--- src/rtl/pce_pkg.sv ---
package pce_pkg;
    localparam int unsigned DEF_PHASE_W = 32;

    // sum of the fractional part and the increment, one bit wider
    function automatic logic [DEF_PHASE_W:0] phase_step(
        input logic [DEF_PHASE_W-1:0] frac,
        input logic [DEF_PHASE_W-1:0] inc
    );
        return {1'b0, frac} + {1'b0, inc};
    endfunction
endpackage

--- src/rtl/pce_inc_hold.sv ---
module pce_inc_hold #(
    parameter int unsigned W = pce_pkg::DEF_PHASE_W
) (
    input  logic         clk,
    input  logic         rst,
    input  logic [W-1:0] inc_i,
    output logic [W-1:0] inc_q
);
    always_ff @(posedge clk) begin
        if (rst) inc_q <= '0;
        else     inc_q <= inc_i;
    end
endmodule

--- src/rtl/pce_phase_acc.sv ---
module pce_phase_acc #(
    parameter int unsigned W = pce_pkg::DEF_PHASE_W
) (
    input  logic         clk,
    input  logic         rst,
    input  logic [W-1:0] inc_q,
    output logic         carry_o
);
    logic [W:0]   phase_q;
    logic [W:0]   phase_d;
    logic [W-1:0] frac;

    assign frac    = phase_q[W-1:0];
    assign phase_d = {1'b0, frac} + {1'b0, inc_q};
    assign carry_o = phase_q[W];

    always_ff @(posedge clk) begin
        if (rst) phase_q <= '0;
        else     phase_q <= phase_d;
    end


    reset_clear_chk: assert property (@(posedge clk)
        rst |=> (phase_q == '0) && !carry_o);


    zero_inc_quiet_chk: assert property (@(posedge clk) disable iff (rst)
        (inc_q == '0) |=> !carry_o);


    no_double_strobe_chk: assert property (@(posedge clk) disable iff (rst)
        (carry_o && !inc_q[W-1] && !$past(inc_q[W-1])) |=> !carry_o);
endmodule

--- src/rtl/pce_toggle.sv ---
module pce_toggle (
    input  logic clk,
    input  logic rst,
    input  logic en_i,
    output logic wave_o
);
    always_ff @(posedge clk) begin
        if (rst)       wave_o <= 1'b0;
        else if (en_i) wave_o <= ~wave_o;
    end


    wave_flip_chk: assert property (@(posedge clk) disable iff (rst)
        en_i |=> (wave_o != $past(wave_o)));


    wave_hold_chk: assert property (@(posedge clk) disable iff (rst)
        !en_i |=> $stable(wave_o));
endmodule

--- src/rtl/phase_clken_gen.sv ---
module phase_clken_gen #(
    parameter int unsigned PHASE_W = pce_pkg::DEF_PHASE_W,
    parameter bit          WAVE_EN = 1'b1
) (
    input  logic               clk,
    input  logic               rst,
    input  logic [PHASE_W-1:0] inc_i,
    output logic               strobe_o,
    output logic               wave_o
);
    logic [PHASE_W-1:0] inc_q;

    pce_inc_hold #(.W(PHASE_W)) u_hold (
        .clk  (clk),
        .rst  (rst),
        .inc_i(inc_i),
        .inc_q(inc_q)
    );

    pce_phase_acc #(.W(PHASE_W)) u_acc (
        .clk    (clk),
        .rst    (rst),
        .inc_q  (inc_q),
        .carry_o(strobe_o)
    );

    generate
        if (WAVE_EN) begin : g_wave
            pce_toggle u_tog (
                .clk   (clk),
                .rst   (rst),
                .en_i  (strobe_o),
                .wave_o(wave_o)
            );
        end else begin : g_nowave
            assign wave_o = 1'b0;
        end
    endgenerate
endmodule

--- config.mk ---
export PLATFORM = sky130hd
export DESIGN_NAME = phase_clken_gen
export DESIGN_NICKNAME = d
export VERILOG_FILES = /design/src/rtl/pce_pkg.sv /design/src/rtl/pce_inc_hold.sv /design/src/rtl/pce_phase_acc.sv /design/src/rtl/pce_toggle.sv /design/src/rtl/phase_clken_gen.sv
export SDC_FILE = /design/constraint.sdc
export NUM_CORES = 1
export LEC_CHECK = 0
export BUFFER_PORTS_ARGS = -buffer_cell sky130_fd_sc_hd__buf_2
export CORE_MARGIN = 2
export CORE_UTILIZATION = 61
export CTS_CLUSTER_DIAMETER = 150
export DETAILED_ROUTE_END_ITERATION = 8
export MAX_ROUTING_LAYER = met4
export PLACE_DENSITY = 0.82
export SLEW_MARGIN = 15
export SYNTH_ARGS = -nofsm -noshare
export SYNTH_HDL_FRONTEND = slang
export SYNTH_HIERARCHICAL = 1
export SYNTH_SLANG_ARGS = --single-unit
--- constraint.sdc ---
create_clock -name clk -period 6.3 [get_ports clk]
set_input_delay 1.26 -clock clk [delete_from_list [all_inputs] [get_ports clk]]
set_output_delay 1.26 -clock clk [all_outputs]
set_load 0.02 [all_outputs]
==> qor.yml <==
worst_setup_path:
  max_stage_delay_ps: 460
  start_kind: "flop"
  cp_common_cell: "nor3_1"
  crit_type: "flop to flop"
  critPathArrivalTime_ps: 2930
  slowest_stage: "o21ai_0"
  end_kind: "flop"
  crit_chain: "ha_1 -> fa_1 -> a21oi_2 -> o311a_4 -> nor3_1 -> o21ai_0 -> a21boi_0 -> o21a_1 -> nor3_1"
  worst_ep_required_time_ps: 6560
  critical_path.max_fanout: 4
sta:
  finalSetupTns_ps: 0
  timing.hold.ws_ps: 517
  slew_violations: 0
  hold_violations: 0
  setup_viol: 0
  clock.fmax_mhz: 374
  fin_skew_ps: 12.7
  relSlewSlack: 0.518
  min_period_ps: 2680
  rsz0062_at_grt: "no"
  finalCritPeriodShare: 0.425
  worst_pin_slew_ps: 723
clock_network:
  post-cts-setup-buffers: 0
  cts_hold_buf: 0
  clockBufferDepth: 2
  clk_pin_slew_ps: 80
  htreeDepth: 3
  cts_root_buffer: "clkbuf_8"
  clk-insertion-delay-late_ps: 350
  tritoncts: "built"
  numCtsBuffers: 9
  cts_num_sinks: 66
  cts_resized: 0
floorplan:
  ios: 36
  core_mm2: 0.00554
  std_cell_rows: 27
  die_h_um: 80.1
  fp.dieArea_mm2: 0.00642
  fp.dieW_um: 80.1
  initial_core_util: 0.638
route:
  first_pass_iters: 5
  viasPerCell: 5.87
  drcViolationCount: 0
  postRouteAntennaNets: 0
  num_vias: 2983
  drtIter0Drc: 214
  wl_per_cell_um: 14.7
  wl_um: 7440
placement:
  portBuffers: 35
  hpwl_um: 5310
  gp_congestion: 0.874
synthesis:
  syn_avg_cell_area_um2: 9.01
  synth_ff_type: "dfxtp_1"
  synth_largest_area_cell: "dfxtp_1"
  synth_top_area_frac: 0.374
  synth_xor_area_frac: 0.0446
  synthAdderAreaFrac: 0.119
  synth_top_family_by_area: "simple AND/OR/NAND/NOR gates"
  synth_compound_area_frac: 0.206
  ys_seq_area_frac: 0.374
  syn_inst: 392
  synth-seq-cells: 66
  synth-simple-area-share: 0.221
  synth_area_leaders: "dfxtp_1, ha_1, nor2b_1, nor2_1, a21oi_1"
  yosys.cell_types.count: 58
  synth_commonest_cells: "dfxtp_1, nor2_1, nor2b_1"
  yosysMostFrequentCell: "dfxtp_1"
  synth_mux_area_frac: 0.0103
  async_flop_share: 0
  synth_warnings: 6
  syn_nets: 459
  synth-edff-count: 0
  syn_area_mm2: 0.00353
job:
  drv_cap: 0
finish:
  layout-drive-gt1-share: 0.154
  fin_nets: 498
  antenna_cells: 0
  num-fill-cells: 432
  area_growth_syn_to_layout_pct: 12.7
worst_hold_path:
  hold_class: "flop to flop"
global_routing:
  grt_max_degree: 74
  grt_pass1_vias: 2810
  grt_antenna_before_repair: 0
  grt_pass1_wl_um: 12500
  grt_overflow: 0
  grt_use_total: 0.257
pwr:
  p_leak_nw: 1.77
  p_per_area_mw_per_mm2: 311
  vdd_drop_max_uv: 171
outcome:
  outcome: "complete, no violations"
==> layer usage <==
layer / global-route usage / vias to the layer above / wire length [um]
li1: - / 1493 / -
met1: 0.336 / 1386 / 3560
met2: 0.393 / 88 / 3430
met3: 0.0427 / 16 / 306
met4: 0.117 / 0 / 151
met5: - / - / 0
==> kinds of logic after synthesis <==
family          count (synthesis)
simple gates                  147
compound gates                104
flops                          66
mux                             3
fa+ha+maj                      33
xor+xnor                       18
buf+inv                        21
==> state kept, by name (all words and copies together), names as in the netlist <==
name,count
g_wave.u_tog/wave_o,1
u_hold/inc_q,32
u_acc/phase_q,33
==> final timing paths <==
kind	cells past startpoint	startpoint	to	slack, ps
max	9	u_hold/inc_q[0]	u_acc/phase_q[14]	3620
min	2	u_acc/phase_q[32]	g_wave.u_tog/wave_o	520
max reg2reg	9	u_hold/inc_q[0]	u_acc/phase_q[14]	3620
min reg2reg	2	u_acc/phase_q[32]	g_wave.u_tog/wave_o	520
==> where the power goes <==
group          switching [W]  internal, W
clock               0.000166     0.000222
sequential         0.0000199     0.000472
combinational       0.000210     0.000150
total               0.000396     0.000844
==> worst max-delay path: cells and delay by family (launching register included) <==
family	cells	cell delay (ps)
AND/OR/NAND/NOR	2	220
flip-flops	1	310
AO/OA/AOI/OAI	5	1380
adder cells (fa/ha/maj)	2	670
==> per-stage QoR <==
stage | instance area, um^2 | util | power, W | worst slack [ps] | cells
after floorplan | 3530 | - | 0.000775 | 4030 | 392
after CTS | 3980 | 0.719 | 0.00124 | 3640 | 508
after detailed placement | 3760 | 0.680 | 0.000850 | 3370 | 492
after global routing | 3980 | 0.719 | 0.00131 | 3560 | 508
final | 3980 | 0.719 | 0.00124 | 3620 | 508
after global placement | 3760 | 0.680 | 0.000834 | 3440 | 492
==> placed cells by master (no fill, tap or decap), types with 3 or more instances in the layout <==
master	n
a21boi_0	3
nand2_1	15
and3_1	4
xor2_1	5
inv_1	12
o2111ai_1	3
o21ai_0	17
dfxtp_1	66
o31ai_1	4
clkbuf_8	9
ha_1	32
a21oi_2	3
xnor2_1	13
a21o_1	14
o21bai_1	6
nand3_1	5
nor3_1	16
nor2_1	45
a211oi_1	6
nor3b_1	3
nand4_1	5
and2_1	4
o21a_1	3
nor2b_1	37
buf_2	35
a21oi_1	25
==> cell type report <==
cell class	count	area (um^2)	area share
clock buffer	9	124	0.0311
clock inverter	7	93.8	0.0236
inverter	13	48.8	0.0123
multi-input combinational	305	2120	0.533
sequential	66	1320	0.332
tap	72	90.1	0.0226
timing repair buffer	36	183	0.0459
Power figures use the tool's default switching activity.
